File: src/rtl/clkref_pkg.sv
package clkref_pkg;
    typedef enum logic [2:0] {
        MD_NORMAL = 3'd0,
        MD_HOLD   = 3'd1,
        MD_FREE   = 3'd2,
        MD_AUTO   = 3'd3,
        MD_IRST   = 3'd4
    } mode_e;

    localparam int unsigned ADDR_W = 2;
    localparam logic [ADDR_W-1:0] A_MODE  = 2'd0;
    localparam logic [ADDR_W-1:0] A_FORCE = 2'd1;
    localparam logic [ADDR_W-1:0] A_PREF  = 2'd2;
    localparam logic [ADDR_W-1:0] A_STAT  = 2'd3;
endpackage

File: src/rtl/clkref_lowest_pick.sv
module clkref_lowest_pick #(
    parameter int unsigned N_REF = 4,
    localparam int unsigned REF_W = $clog2(N_REF)
) (
    input  logic [N_REF-1:0] ok_i,
    output logic [REF_W-1:0] idx_o,
    output logic             any_o
);
    logic [N_REF:0]   seen;
    logic [N_REF-1:0] first;

    assign seen[0] = 1'b0;
    for (genvar g = 0; g < N_REF; g++) begin : g_chain
        assign seen[g+1] = seen[g] | ok_i[g];
        assign first[g]  = ok_i[g] & ~seen[g];
    end

    assign any_o = seen[N_REF];

    always_comb begin
        idx_o = '0;
        for (int i = 0; i < N_REF; i++) begin
            if (first[i]) idx_o = idx_o | REF_W'(i);
        end
    end
endmodule

File: src/rtl/clkref_cfg_regs.sv
module clkref_cfg_regs
    import clkref_pkg::*;
#(
    parameter int unsigned N_REF  = 4,
    parameter int unsigned DATA_W = 8,
    parameter int unsigned STICKY_BIT = 6,
    localparam int unsigned REF_W = $clog2(N_REF)
) (
    input  logic              clk,
    input  logic              rst_n,
    input  logic              we_i,
    input  logic [ADDR_W-1:0] addr_i,
    input  logic [DATA_W-1:0] wdata_i,
    input  logic              switch_nxt_i,
    output mode_e             mode_o,
    output logic              force_en_o,
    output logic [REF_W-1:0]  force_ref_o,
    output logic              pref_en_o,
    output logic [REF_W-1:0]  pref_ref_o,
    output logic              sticky_o
);
    typedef struct packed {
        mode_e            mode;
        logic             force_en;
        logic [REF_W-1:0] force_ref;
        logic             pref_en;
        logic [REF_W-1:0] pref_ref;
        logic             sticky;
    } cfg_t;

    cfg_t cfg_d, cfg_q;
    logic clr_req;

    always_comb begin
        cfg_d   = cfg_q;
        clr_req = 1'b0;
        if (we_i) begin
            unique case (addr_i)
                A_MODE: begin
                    case (wdata_i[2:0])
                        3'd0, 3'd1, 3'd2, 3'd3, 3'd4: cfg_d.mode = mode_e'(wdata_i[2:0]);
                        default: ;
                    endcase
                end
                A_FORCE: begin
                    cfg_d.force_ref = wdata_i[REF_W-1:0];
                    cfg_d.force_en  = wdata_i[REF_W];
                end
                A_PREF: begin
                    cfg_d.pref_ref = wdata_i[REF_W-1:0];
                    cfg_d.pref_en  = wdata_i[REF_W];
                end
                A_STAT: clr_req = wdata_i[STICKY_BIT];
                default: ;
            endcase
        end
        cfg_d.sticky = (cfg_q.sticky & ~clr_req) | switch_nxt_i;
    end

    always_ff @(posedge clk or negedge rst_n) begin
        if (!rst_n) begin
            cfg_q <= '{mode: MD_FREE, force_en: 1'b0, force_ref: '0,
                       pref_en: 1'b0, pref_ref: '0, sticky: 1'b0};
        end else begin
            cfg_q <= cfg_d;
        end
    end

    assign mode_o      = cfg_q.mode;
    assign force_en_o  = cfg_q.force_en;
    assign force_ref_o = cfg_q.force_ref;
    assign pref_en_o   = cfg_q.pref_en;
    assign pref_ref_o  = cfg_q.pref_ref;
    assign sticky_o    = cfg_q.sticky;
endmodule

File: src/rtl/clkref_sel_fsm.sv
module clkref_sel_fsm
    import clkref_pkg::*;
#(
    parameter int unsigned N_REF = 4,
    localparam int unsigned REF_W = $clog2(N_REF)
) (
    input  logic             clk,
    input  logic             rst_n,
    input  mode_e            mode_i,
    input  logic [N_REF-1:0] ref_ok_i,
    input  logic             force_en_i,
    input  logic [REF_W-1:0] force_ref_i,
    input  logic             pref_en_i,
    input  logic [REF_W-1:0] pref_ref_i,
    input  logic [REF_W-1:0] pick_idx_i,
    input  logic             pick_any_i,
    output logic [REF_W-1:0] sel_o,
    output logic             ahold_o,
    output logic             evt_o,
    output logic             switch_nxt_o
);
    typedef struct packed {
        logic [REF_W-1:0] sel;
        logic             ahold;
        logic             evt;
    } sel_t;

    sel_t st_d, st_q;
    logic pref_usable;

    assign pref_usable = pref_en_i & ref_ok_i[pref_ref_i];

    always_comb begin
        st_d       = st_q;
        st_d.ahold = 1'b0;
        unique case (mode_i)
            MD_IRST: st_d.sel = '0;
            MD_NORMAL: begin
                if (force_en_i) st_d.sel = force_ref_i;
            end
            MD_AUTO: begin
                if (force_en_i) begin
                    st_d.sel = force_ref_i;
                end else if (st_q.ahold) begin
                    if (pick_any_i) begin
                        st_d.sel = pref_usable ? pref_ref_i : pick_idx_i;
                    end else begin
                        st_d.ahold = 1'b1;
                    end
                end else if (!ref_ok_i[st_q.sel]) begin
                    st_d.ahold = 1'b1;
                end else if (pref_usable) begin
                    st_d.sel = pref_ref_i;
                end
            end
            default: ;
        endcase
        st_d.evt = (st_d.sel != st_q.sel);
    end

    always_ff @(posedge clk or negedge rst_n) begin
        if (!rst_n) st_q <= '0;
        else        st_q <= st_d;
    end

    assign sel_o        = st_q.sel;
    assign ahold_o      = st_q.ahold;
    assign evt_o        = st_q.evt;
    assign switch_nxt_o = st_d.evt;
endmodule

File: src/rtl/clkref_mode_ctrl.sv
module clkref_mode_ctrl
    import clkref_pkg::*;
#(
    parameter int unsigned N_REF  = 4,
    parameter int unsigned DATA_W = 8,
    localparam int unsigned REF_W = $clog2(N_REF)
) (
    input  logic              clk,
    input  logic              rst_n,
    input  logic [N_REF-1:0]  ref_ok_i,
    input  logic              lock_i,
    input  logic              reg_we_i,
    input  logic [ADDR_W-1:0] reg_addr_i,
    input  logic [DATA_W-1:0] reg_wdata_i,
    output logic [DATA_W-1:0] reg_rdata_o,
    output logic [2:0]        mode_o,
    output logic [REF_W-1:0]  ref_sel_o,
    output logic              track_en_o,
    output logic              hold_freeze_o,
    output logic              freerun_en_o,
    output logic              switch_evt_o
);
    localparam int unsigned ST_SEL_LO = 3;
    localparam int unsigned ST_LOCK   = ST_SEL_LO + REF_W;
    localparam int unsigned ST_STICKY = ST_LOCK + 1;
    localparam int unsigned ST_AHOLD  = ST_STICKY + 1;

    mode_e            mode;
    logic             force_en, pref_en, sticky, ahold, switch_nxt;
    logic [REF_W-1:0] force_ref, pref_ref, pick_idx, sel;
    logic             pick_any;

    clkref_cfg_regs #(.N_REF(N_REF), .DATA_W(DATA_W), .STICKY_BIT(ST_STICKY)) i_cfg (
        .clk         (clk),
        .rst_n       (rst_n),
        .we_i        (reg_we_i),
        .addr_i      (reg_addr_i),
        .wdata_i     (reg_wdata_i),
        .switch_nxt_i(switch_nxt),
        .mode_o      (mode),
        .force_en_o  (force_en),
        .force_ref_o (force_ref),
        .pref_en_o   (pref_en),
        .pref_ref_o  (pref_ref),
        .sticky_o    (sticky)
    );

    clkref_lowest_pick #(.N_REF(N_REF)) i_pick (
        .ok_i (ref_ok_i),
        .idx_o(pick_idx),
        .any_o(pick_any)
    );

    clkref_sel_fsm #(.N_REF(N_REF)) i_fsm (
        .clk         (clk),
        .rst_n       (rst_n),
        .mode_i      (mode),
        .ref_ok_i    (ref_ok_i),
        .force_en_i  (force_en),
        .force_ref_i (force_ref),
        .pref_en_i   (pref_en),
        .pref_ref_i  (pref_ref),
        .pick_idx_i  (pick_idx),
        .pick_any_i  (pick_any),
        .sel_o       (sel),
        .ahold_o     (ahold),
        .evt_o       (switch_evt_o),
        .switch_nxt_o(switch_nxt)
    );

    assign mode_o        = mode;
    assign ref_sel_o     = sel;
    assign track_en_o    = (mode == MD_NORMAL) | ((mode == MD_AUTO) & ~ahold);
    assign hold_freeze_o = (mode == MD_HOLD) | ((mode == MD_AUTO) & ahold);
    assign freerun_en_o  = (mode == MD_FREE);

    always_comb begin
        reg_rdata_o = '0;
        unique case (reg_addr_i)
            A_MODE:  reg_rdata_o[2:0] = mode;
            A_FORCE: reg_rdata_o[REF_W:0] = {force_en, force_ref};
            A_PREF:  reg_rdata_o[REF_W:0] = {pref_en, pref_ref};
            A_STAT: begin
                reg_rdata_o[0] = track_en_o;
                reg_rdata_o[1] = hold_freeze_o;
                reg_rdata_o[2] = freerun_en_o;
                reg_rdata_o[ST_SEL_LO +: REF_W] = sel;
                reg_rdata_o[ST_LOCK]   = lock_i;
                reg_rdata_o[ST_STICKY] = sticky;
                reg_rdata_o[ST_AHOLD]  = ahold;
            end
            default: ;
        endcase
    end
endmodule

File: config.mk
export PLATFORM = sky130hd
export DESIGN_NAME = clkref_mode_ctrl
export DESIGN_NICKNAME = d
export VERILOG_FILES = /design/src/rtl/clkref_pkg.sv /design/src/rtl/clkref_lowest_pick.sv /design/src/rtl/clkref_cfg_regs.sv /design/src/rtl/clkref_sel_fsm.sv /design/src/rtl/clkref_mode_ctrl.sv
export SDC_FILE = /design/constraint.sdc
export NUM_CORES = 1
export LEC_CHECK = 0
export BUFFER_PORTS_ARGS = -buffer_cell sky130_fd_sc_hd__buf_2
export CAP_MARGIN = 40
export CORE_UTILIZATION = 50
export DETAILED_ROUTE_END_ITERATION = 10
export HOLD_SLACK_MARGIN = 0.12
export PLACE_DENSITY = 0.78
export SYNTH_ARGS = -nofsm -noshare
export SYNTH_HDL_FRONTEND = slang
export SYNTH_SLANG_ARGS = --single-unit
File: constraint.sdc
create_clock -name clk -period 2.33 [get_ports clk]
set_input_delay 0.233 -clock clk [delete_from_list [all_inputs] [get_ports clk]]
set_output_delay 0.233 -clock clk [all_outputs]
set_load 0.05 [all_outputs]
==> flow_metrics.tcl <==
set metrics [dict create \
    final-hold-violation-count 0 \
    crit_path_start "i_cfg.mode_o[1]$_DFFE_PN1P_" \
    antennaDiodeCount 0 \
    placeableCoreArea_mm2 0.00204 \
    io-pin-count 35 \
    grt_util_met3_pct 2.78 \
    postRouteWirelength_um 2690 \
    number_of_logic_stages_on_the_critical_path_including_buffering 5 \
    antenna_found_initial 0 \
    reg2reg_setup_slack_ns 0.35 \
    die_area_mm2 0.00247 \
    worst_ir_drop_vdd_v 0.000673 \
    place_inst 169 \
    globalplace.congestion 0.816 \
    ys_ff_latch 14 \
    cts_buffers 3 \
    clock_tree.htree_level_count 1 \
    top_usage_layer "met2" \
    final.fill_count 189 \
    seqCellArea_um2 352 \
    worst_clock_skew_ns 0.000770 \
    data_required_time_of_the_critical_path_ns 2.10 \
    multi_input_area_um2 727 \
    postCtsSetupRepairBufs 0 \
    critical_path.reg2reg.startpoint "i_fsm.sel_o[0]$_DFF_PN0_" \
    crit_path_cell_trace "nor2_1, a21oi_1, nor2_2, mux4_2, buf_2" \
    synth_mux_area_share_pct 20.5 \
    synth_xor_area_share_pct 0 \
    cts_root_buf "clkbuf_4" \
    wl_per_cell_um 15.4 \
    worst_hold_path_type "primary input to register" \
    worst_r2r_path_depth 6 \
    grt_setup_unrepaired "false" \
    drv_cap 0 \
    syn_to_final_growth_pct 18.8 \
    slew_viol_final 0 \
    sequential_element_share_of_the_synthesized_area_pct 30.9 \
    detailedRoute.firstIterationViolations 31 \
    synth-adder-area-share_pct 0 \
    detail_route.vias_per_cell 5.82 \
    min_period_ns 2.17 \
    drc 0 \
    synth_warnings 0 \
    first_pass_iters 4 \
    fmax_ghz 0.461 \
    critPathSlowestCell "dfstp_2" \
    yosys.area.top_type "dfrtp_1" \
    die_x_um 49.7 \
    mappedNetlistArea_mm2 0.00114 \
    critical_path.n_buffers_inverters 1 \
    gr-usage-met2_pct 40.3 \
    via_count_of_the_first_global_routing_pass 965 \
    placement.io_buffers 30 \
    clk_transition_reported_paths_ns 0.09 \
    drt.antenna.violating_nets 0 \
    groute.usage.overall_pct 23.2 \
    grt_start_max_net_pins 15 \
    detailroute.via_count 1013 \
    dpl.hpwl_um 2050 \
    rr_endpoint "i_cfg.sticky_o$_DFF_PN0_" \
    timing.setup.tns_ns 0 \
    post_synth_main_area_contributors "dfrtp_1 29%, mux2_2 8.9%, mux4_2 7.9%" \
    post_synth_inst_count 115 \
    status "completed" \
    path_class "register to primary output" \
    syn-num-nets 133 \
    rows 16 \
    combinational_family_with_the_most_area_after_synthesis "simple AND/OR/NAND/NOR gates" \
    worst_margin_slew_ns 0.398 \
    worst_ep_arrival_time_ns 1.94 \
    setup_violations 0 \
    final_cell_count_no_fill 174 \
    crit_path_max_fanout 9 \
    timing.critical_path.to_type "primary output" \
    power.leakage_nw 0.635 \
    design.final.nets 166 \
    worst_skew_pair.late_latency_ns 0.28 \
    cpLargestDelayFamily "flip-flops" \
    yosys.area_share.simple_pct 27.2 \
    global_route.overflow_total 0 \
    clock_sinks 14 \
    syn_area_per_cell_um2 9.88 \
    tritoncts "yes" \
    synth_compound_gate_area_share_pct 15.2 \
    initial_core_util_pct 55.6 \
    grt_use_met1_pct 29.7 \
    power.density_mw_per_mm2 1000 \
    termination_of_the_worst_setup_path "reg_rdata_o[0]" \
    clock_path_buffers 2 \
    yosys.area.top_type_share_pct 28.6 \
    die_h_um 49.7 \
    max-slew-margin-rel_pct 73.4 \
    synth_cell_type_count 44 \
    cp-start-kind "register" \
    final.period_utilization_pct 93.1 \
    grt_first_pass_wirelength_um 4360 \
    post_route_cells_drive_above_1_share_pct 44.9 \
    critical_path.max_stage_delay_ns 0.64 \
]
## worst min path at each step
stage / start / to / depth (start not counted)
finish: reg_wdata_i[0] / i_cfg.force_ref_o[0]$_DFFE_PN0P_ / 2
CTS: reg_wdata_i[0] / i_cfg.force_ref_o[0]$_DFFE_PN0P_ / 2
global route: reg_wdata_i[0] / i_cfg.force_ref_o[0]$_DFFE_PN0P_ / 2
floorplan: rst_n / i_cfg.force_en_o$_DFFE_PN0P_ / 0
global placement: rst_n / i_cfg.sticky_o$_DFF_PN0_ / 1
detailed placement: rst_n / i_cfg.force_ref_o[1]$_DFFE_PN0P_ / 1
## area by class of cell
cell class	count	share of cell area [%]
clock buffers	4	2.69
inverters	3	0.834
multi-input cells	91	53.8
flip-flops and latches	14	26.0
well taps	27	2.50
repair buffers	35	14.1
## power by group
group	internal [mW]	total [mW]	switching (mW)
combinational	0.290	0.783	0.494
sequential	0.308	0.388	0.0798
clock	0.0951	0.182	0.0873
total	0.693	1.35	0.661
## stage by stage
stage	instance area, µm²	power [mW]	util (%)	hold WS, ns	setup WS, ns
floorplan	1150	1.02	-	-0.0626	0.00236
global placement	1300	1.15	63.8	0.138	0.398
detailed placement	1300	1.17	63.8	0.147	0.389
CTS	1350	1.35	66.1	0.223	0.163
global route	1350	1.43	66.1	0.227	0.0626
finish	1350	1.35	66.1	0.227	0.161
## state kept, by name, summed over array words and instances, names as in the netlist
signal / cells
i_fsm.ahold_o: 1
i_cfg.pref_en_o: 1
i_cfg.mode_o: 3
i_fsm.sel_o: 2
i_cfg.force_ref_o: 2
i_cfg.force_en_o: 1
i_cfg.sticky_o: 1
i_fsm.evt_o: 1
i_cfg.pref_ref_o: 2
## worst register-to-register path: stages, from the launching register on
cell	delay, ns
dfrtp_1	0.37
mux4_2	0.53
o211a_1	0.23
a211oi_2	0.18
nor3b_1	0.11
a31oi_1	0.27
nand4_1	0.15
## layout by cell type, fill, tap and decap left out, drive strengths merged, types with 3 or more instances in the layout
cell type  synthesis  final
nor2               4      4
nand2b             4      4
mux4               4      4
nand3              4      4
and3               5      5
nand3b             3      3
nand2              8      8
a21oi              7      7
nor3b              4      4
o21ai              7      7
buf                4     34
inv                3      3
mux2              10     10
mux2i              3      3
o21a               3      3
clkbuf             3      4
dfrtp             13     13
## routing by layer
| metal | part of all wire [%] | up-vias |
|---|---|---|
| met5 | 0 | - |
| met4 | 0.52 | 0 |
| met3 | 3.8 | 2 |
| met2 | 51 | 25 |
| met1 | 45 | 487 |
| li1 | - | 499 |
## logic make-up (layout without fill, tap and decap cells)
| group | Yosys count | count (layout) |
|---|---|---|
| buf+inv | 10 | 42 |
| mux | 17 | 17 |
| flops | 14 | 14 |
| simple gates | 48 | 48 |
| compound gates | 26 | 26 |
## cells in the mapped netlist, drive strengths merged
master  count
nor2b       2
nand2       8
nand3       4
a32oi       1
a31oi       1
and4b       1
nand3b      3
and3b       1
and2        1
o21bai      1
nand2b      4
o21a        3
nor3b       4
nor4        1
o211a       1
nor2        4
a21bo       1
o31ai       1
or2         2
or2b        1
a211oi      1
nand4b      2
mux4        4
inv         3
a22o        1
dfrtp      13
o32ai       1
o21ai       7
clkbuf      3
mux2i       3
or3         1
mux2       10
dfstp       1
nand4       2
a21oi       7
and3        5
buf         4
and2b       2
## what timing repair did
item / in CTS / in global routing
hold endpoints to repair: 14 / 0
resized for setup: 0 / 0
hold buffers: 1 / 0
Note: power is estimated with default switching activity, not from simulation.
